--- config.mk ---
export PLATFORM = sky130hd
export DESIGN_NAME = dbgclk_ctrl
export DESIGN_NICKNAME = d
export VERILOG_FILES = /design/src/rtl/dbgclk_pkg.sv /design/src/rtl/dbgclk_regs.sv /design/src/rtl/dbgclk_pwr_fsm.sv /design/src/rtl/dbgclk_freeze.sv /design/src/rtl/dbgclk_ctrl.sv
export SDC_FILE = /design/constraint.sdc
export NUM_CORES = 1
export LEC_CHECK = 0
export CORE_MARGIN = 4
export CORE_UTILIZATION = 33
export DETAILED_ROUTE_END_ITERATION = 10
export PLACE_DENSITY = 0.89
export SLEW_MARGIN = 20
export SYNTH_ARGS = -nofsm -noshare
export SYNTH_HDL_FRONTEND = slang
export SYNTH_HIERARCHICAL = 1
export SYNTH_SLANG_ARGS = --single-unit
export TNS_END_PERCENT = 10
--- constraint.sdc ---
create_clock -name clk -period 1.7 [get_ports clk]
set_input_delay 0.255 -clock clk [delete_from_list [all_inputs] [get_ports clk]]
set_output_delay 0.255 -clock clk [all_outputs]
set_load 0.05 [all_outputs]
--- src/rtl/dbgclk_pkg.sv ---
package dbgclk_pkg;

    localparam int REG_W         = 32;
    localparam int BIT_SLEEP_DBG = 0;
    localparam int BIT_STOP_DBG  = 1;
    localparam int BIT_WDOG_FRZ  = 2;
    localparam int BIT_CAN_HOLD  = 3;
    localparam int TIM_LSB       = 8;

    typedef enum logic [1:0] {
        PM_RUN   = 2'd0,
        PM_SLEEP = 2'd1,
        PM_STOP  = 2'd2
    } pmode_e;

    typedef struct packed {
        logic fclk_en;
        logic hclk_en;
        logic sel_rc;
    } clkctl_t;

    function automatic logic [REG_W-1:0] ctrl_mask(input int n_tim);
        logic [REG_W-1:0] m;
        m = '0;
        m[BIT_SLEEP_DBG] = 1'b1;
        m[BIT_STOP_DBG]  = 1'b1;
        m[BIT_WDOG_FRZ]  = 1'b1;
        m[BIT_CAN_HOLD]  = 1'b1;
        for (int i = 0; i < n_tim; i++) begin
            m[TIM_LSB + i] = 1'b1;
        end
        return m;
    endfunction

    function automatic clkctl_t clk_policy(input pmode_e mode,
                                           input logic sleep_dbg,
                                           input logic stop_dbg);
        clkctl_t c;
        case (mode)
            PM_SLEEP: begin
                c.fclk_en = 1'b1;
                c.hclk_en = sleep_dbg;
                c.sel_rc  = 1'b0;
            end
            PM_STOP: begin
                c.fclk_en = stop_dbg;
                c.hclk_en = stop_dbg;
                c.sel_rc  = stop_dbg;
            end
            default: begin
                c.fclk_en = 1'b1;
                c.hclk_en = 1'b1;
                c.sel_rc  = 1'b0;
            end
        endcase
        return c;
    endfunction

endpackage

--- src/rtl/dbgclk_regs.sv ---
module dbgclk_regs
    import dbgclk_pkg::*;
#(
    parameter int NUM_TIMERS = 4
) (
    input  logic                    clk,
    input  logic                    rst,
    input  logic                    wr_en,
    input  logic [REG_W-1:0]        wr_data,
    output logic [REG_W-1:0]        rd_data,
    output logic                    sleep_dbg,
    output logic                    stop_dbg,
    output logic [NUM_TIMERS+1:0]   frz_sel
);
    localparam logic [REG_W-1:0] MASK = ctrl_mask(NUM_TIMERS);

    logic [REG_W-1:0] ctrl_q;

    always_ff @(posedge clk) begin
        if (rst) begin
            ctrl_q <= '0;
        end else if (wr_en) begin
            ctrl_q <= wr_data & MASK;
        end
    end

    assign rd_data   = ctrl_q;
    assign sleep_dbg = ctrl_q[BIT_SLEEP_DBG];
    assign stop_dbg  = ctrl_q[BIT_STOP_DBG];
    assign frz_sel   = {ctrl_q[BIT_CAN_HOLD], ctrl_q[BIT_WDOG_FRZ],
                        ctrl_q[TIM_LSB +: NUM_TIMERS]};

    assert_write_back_R2: assert property (@(posedge clk) disable iff (rst)
        wr_en |=> rd_data == ($past(wr_data) & MASK));

endmodule

--- src/rtl/dbgclk_pwr_fsm.sv ---
module dbgclk_pwr_fsm
    import dbgclk_pkg::*;
(
    input  logic   clk,
    input  logic   rst,
    input  logic   wait_exec,
    input  logic   deep_req,
    input  logic   wakeup,
    output pmode_e mode
);
    pmode_e state_q, state_d;

    always_comb begin
        state_d = state_q;
        case (state_q)
            PM_RUN: begin
                if (wait_exec && !wakeup) begin
                    state_d = deep_req ? PM_STOP : PM_SLEEP;
                end
            end
            default: begin
                if (wakeup) begin
                    state_d = PM_RUN;
                end
            end
        endcase
    end

    always_ff @(posedge clk) begin
        if (rst) begin
            state_q <= PM_RUN;
        end else begin
            state_q <= state_d;
        end
    end

    assign mode = state_q;

    assert_entry_needs_wait_R3: assert property (@(posedge clk) disable iff (rst)
        (state_q == PM_RUN && !wait_exec) |=> state_q == PM_RUN);

    assert_wake_to_run_R8: assert property (@(posedge clk) disable iff (rst)
        (state_q != PM_RUN && wakeup) |=> state_q == PM_RUN);

    assert_wait_wake_clash_R11: assert property (@(posedge clk) disable iff (rst)
        (state_q == PM_RUN && wait_exec && wakeup) |=> state_q == PM_RUN);

endmodule

--- src/rtl/dbgclk_freeze.sv ---
module dbgclk_freeze #(
    parameter int NUM_CH = 6
) (
    input  logic              clk,
    input  logic              rst,
    input  logic              core_halted,
    input  logic [NUM_CH-1:0] frz_sel,
    output logic [NUM_CH-1:0] frz_out
);
    for (genvar g = 0; g < NUM_CH; g++) begin : g_ch
        logic frz_q;
        always_ff @(posedge clk) begin
            if (rst) begin
                frz_q <= 1'b0;
            end else begin
                frz_q <= core_halted & frz_sel[g];
            end
        end
        assign frz_out[g] = frz_q;
    end

    assert_freeze_needs_halt_R9: assert property (@(posedge clk) disable iff (rst)
        (|frz_out) |-> $past(core_halted));

    assert_release_after_halt_R10: assert property (@(posedge clk) disable iff (rst)
        !core_halted |=> frz_out == '0);

endmodule

--- src/rtl/dbgclk_ctrl.sv ---
module dbgclk_ctrl
    import dbgclk_pkg::*;
#(
    parameter int NUM_TIMERS = 4
) (
    input  logic                  clk,
    input  logic                  rst,
    input  logic                  wr_en,
    input  logic [31:0]           wr_data,
    output logic [31:0]           rd_data,
    input  logic                  core_halted,
    input  logic                  wait_exec,
    input  logic                  deep_req,
    input  logic                  wakeup,
    output logic                  fclk_en,
    output logic                  hclk_en,
    output logic                  clk_sel_rc,
    output logic [NUM_TIMERS-1:0] tim_freeze,
    output logic                  wdog_freeze,
    output logic                  can_rx_hold
);
    localparam int NUM_CH = NUM_TIMERS + 2;

    logic              sleep_dbg, stop_dbg;
    logic [NUM_CH-1:0] frz_sel, frz_out;
    pmode_e            mode;
    clkctl_t           cc;

    dbgclk_regs #(.NUM_TIMERS(NUM_TIMERS)) u_regs (
        .clk       (clk),
        .rst       (rst),
        .wr_en     (wr_en),
        .wr_data   (wr_data),
        .rd_data   (rd_data),
        .sleep_dbg (sleep_dbg),
        .stop_dbg  (stop_dbg),
        .frz_sel   (frz_sel)
    );

    dbgclk_pwr_fsm u_fsm (
        .clk       (clk),
        .rst       (rst),
        .wait_exec (wait_exec),
        .deep_req  (deep_req),
        .wakeup    (wakeup),
        .mode      (mode)
    );

    dbgclk_freeze #(.NUM_CH(NUM_CH)) u_frz (
        .clk         (clk),
        .rst         (rst),
        .core_halted (core_halted),
        .frz_sel     (frz_sel),
        .frz_out     (frz_out)
    );

    assign cc          = clk_policy(mode, sleep_dbg, stop_dbg);
    assign fclk_en     = cc.fclk_en;
    assign hclk_en     = cc.hclk_en;
    assign clk_sel_rc  = cc.sel_rc;
    assign tim_freeze  = frz_out[NUM_TIMERS-1:0];
    assign wdog_freeze = frz_out[NUM_TIMERS];
    assign can_rx_hold = frz_out[NUM_TIMERS+1];

    assert_sleep_gates_bus_R4: assert property (@(posedge clk) disable iff (rst)
        (mode == PM_SLEEP && !rd_data[BIT_SLEEP_DBG]) |-> (fclk_en && !hclk_en && !clk_sel_rc));

    assert_stop_gates_all_R6: assert property (@(posedge clk) disable iff (rst)
        (mode == PM_STOP && !rd_data[BIT_STOP_DBG]) |-> (!fclk_en && !hclk_en));

    assert_rc_only_in_dbg_stop_R7: assert property (@(posedge clk) disable iff (rst)
        clk_sel_rc |-> (fclk_en && hclk_en && mode == PM_STOP));

endmodule

==> results.md <==
* Die X at 59.67 um
* Worst slew pin tran at 0.5177 ns
* Fin. Hold Viols at 0
* Worst path cell trace: clkdlybuf4s50_1
* Unrepaired setup endpoints after global routing: true
* Net count, final at 152
* Synth-to-Final Area Change at 20.17%
* Remaining DRCs at 0
* Setup TNS at 0 ns
* Setup WS post-layout at 0.05749 ns
* CTS Hold Bufs at 0
* Crit-path max FO at 1
* Max Slew Vio Count at 0
* Nature of the critical path endpoint: primary output
* Clock Power Share at 0.259
* Cell Int Power at 0.5970 mW
* R2R setup slack at 0.91 ns
* Final Util at 0.4196
* Sw frac at 0.3607
* Initial antenna violation count at 0
* Peak supply drop at 0.3934 mV
* Sequential area share after synthesis at 0.3636
* CP Buf/Inv Count at 1
* CP delay by family, top: buffers and inverters
* Root Buffer: clkbuf_4
* FFs w/ async S/R, synth at 0
* Comb pwr share at 0.311
* Area contributors post-synth: dfxtp_1, buf_4, mux2i_1, and3b_1, nor2_1
* CTS Buffer Depth at 2
* Period utilization at 0.9662
* Skew-Pair Late Insertion Delay at 0.27 ns
* Initial DRC count at 2
* Final antenna diode count at 0
* Top Metal Used: met3
* Syn_area_per_cell at 9.680 sq um
* Setup-failing EPs final at 0
* Non-Filler Instances at 140
* WS Path Type: reg2out
* Psw at 0.3368 mW
* Top_reg_cell synth: dfxtp_1
* Routed WL at 1468 um
* Largest area contributor in the netlist: dfxtp_1
* Leak pwr at 0.5353 nW
* DR vias/cell at 4.071
* Worst hold path class: reg2reg
* Num CTS Buffers at 3
* Vias in the first global route at 478
* Initial Util at 0.3492
* Full die area at 0.003560 sq mm
* Clock Sinks at 16
* Cell Area, Synth at 880.8 sq um
* Rel. slew slack at 0.6543
* Final min period at 1.643 ns
* Finished Cell Area at 0.001059 sq mm
* Sequential share of power at 0.430
* Core area at 0.002522 sq mm
* CP Launch Type: flip-flop
* Die Y at 59.67 um
* PD cells at 882.2 mW/mm^2
* Fmax at 608.8 MHz
* PortBufs at 31
* Row count at 18
* WL met3 at 198 um
* Status: finished clean
* Overall Power at 0.9339 mW
* Met2 wire length at 727 um
* Post-synthesis register bit count at 16
* CTS clock-pin slew for the worst setup and hold paths at 0.09 ns
* Setup Skew at 0.0006674 ns
* Most common cell in the netlist: buf_4
* Wire length of the first global-routing pass at 1994 um
* Total Routing Usage GR at 0.07371
* Remaining antenna violation count at 0
* Routability congestion estimate at 0.6969
* Dpl hpwl at 1222 um
* Post-DP Area at 994.7 sq um
* Synth Warn # at 6
* H-tree lvl count at 1
* Number of distinct library cells after synthesis at 15
* Critical Path RT at 1.44 ns
* Final hold slack at 0.5067 ns
* Worst EP arrival at 1.39 ns
* Dpl cells at 136
* Dpl ws at 0.2579 ns
* Via Count at 570
* CTS tree: done
* Gr ovfl total at 0
* Router iterations before antenna repair at 3
* Layout cell share with drive strength beyond 1 at 0.1818
* CP peak stage delay at 0.79 ns
* Most frequent cells after synthesis: buf_4, dfxtp_1, nor2_1
* Syn Inst Count at 91
* Largest net degree at the start of global routing at 16
* M1 wire length at 542 um
* Max-Cap Viols at 0
* Yosys top cell area share at 0.3636
* WL per Instance at 10.49 um
* EDFF count, synth at 0
* I/O pins at 80
* Crit-path slowest cell: clkdlybuf4s50_1
## flip-flops by register name (all words and copies together) (netlist names)
name / cells
u_frz/g_ch.frz_q: 6
u_fsm/mode: 2
u_regs/rd_data: 8
## cell usage in the layout, fill, tap and decap left out
cell             instances
mux2i_1                  8
ha_4                     1
clkbuf_4                 3
o21a_1                   2
dlymetal6s2s_1           1
ha_1                     1
clkbuf_8                 1
nor3b_1                  1
nor2_1                   9
buf_4                   10
conb_1                  24
inv_1                    2
dfxtp_1                 14
clkdlybuf4s50_1         19
a211o_1                  1
dfxtp_4                  1
and2_2                   1
dfxtp_2                  1
and3b_1                  7
a221o_1                  1
buf_6                    2
## logic make-up after synthesis
logic type	count (synthesis)	share of synthesized area
AO/OA/AOI/OAI	4	0.03835
buffers and inverters	42	0.3494
multiplexers	8	0.09091
other	1	0.004257
flip-flops	16	0.3636
AND/OR/NAND/NOR	18	0.1250
adder cells (fa/ha/maj)	2	0.02840
## metal layers
layer / GRT usage / up-vias
li1: - / 273
met1: 0.08005 / 263
met2: 0.1327 / 34
met3: 0.02808 / 0
met4: 0.01899 / 0
met5: 0 / -
## layout make-up
type                            count  area [sq um]
Clock buffer                        4         36.28
Fill cell                         261          1464
Inverter                            2         7.507
Multi-Input combinational cell     56         351.6
Sequential cell                    16         325.3
Tap cell                           30         37.54
Timing Repair Buffer               32         300.3
## power by group through the flow
| stage | registers, mW | logic [mW] | clock network [mW] |
|---|---|---|---|
| floorplan | 0.408 | 0.281 | 0 |
| global placement | 0.410 | 0.284 | 0 |
| detailed placement | 0.411 | 0.286 | 0 |
| CTS | 0.403 | 0.289 | 0.257 |
| global route | 0.405 | 0.304 | 0.272 |
| finish | 0.402 | 0.290 | 0.242 |
## path summary, 6_finish.rpt
kind,startpoint,endpoint,depth (start not counted)
worst min-delay path,u_fsm/mode[0],u_fsm/mode[0],1
worst max-delay path,u_frz/g_ch[3].frz_q,tim_freeze[3],1
worst max register to register,u_fsm/mode[0],u_fsm/mode[1],2
worst min register to register,u_fsm/mode[0],u_fsm/mode[0],1
## timing repair
action / CTS / global route
endpoints found under the hold margin: 0 / 0
pin swaps: 0 / 2
setup endpoints to repair: 2 / 3
setup buffers: 0 / 0
gates resized for setup: 3 / 4
(Power assumes the default switching activity.)
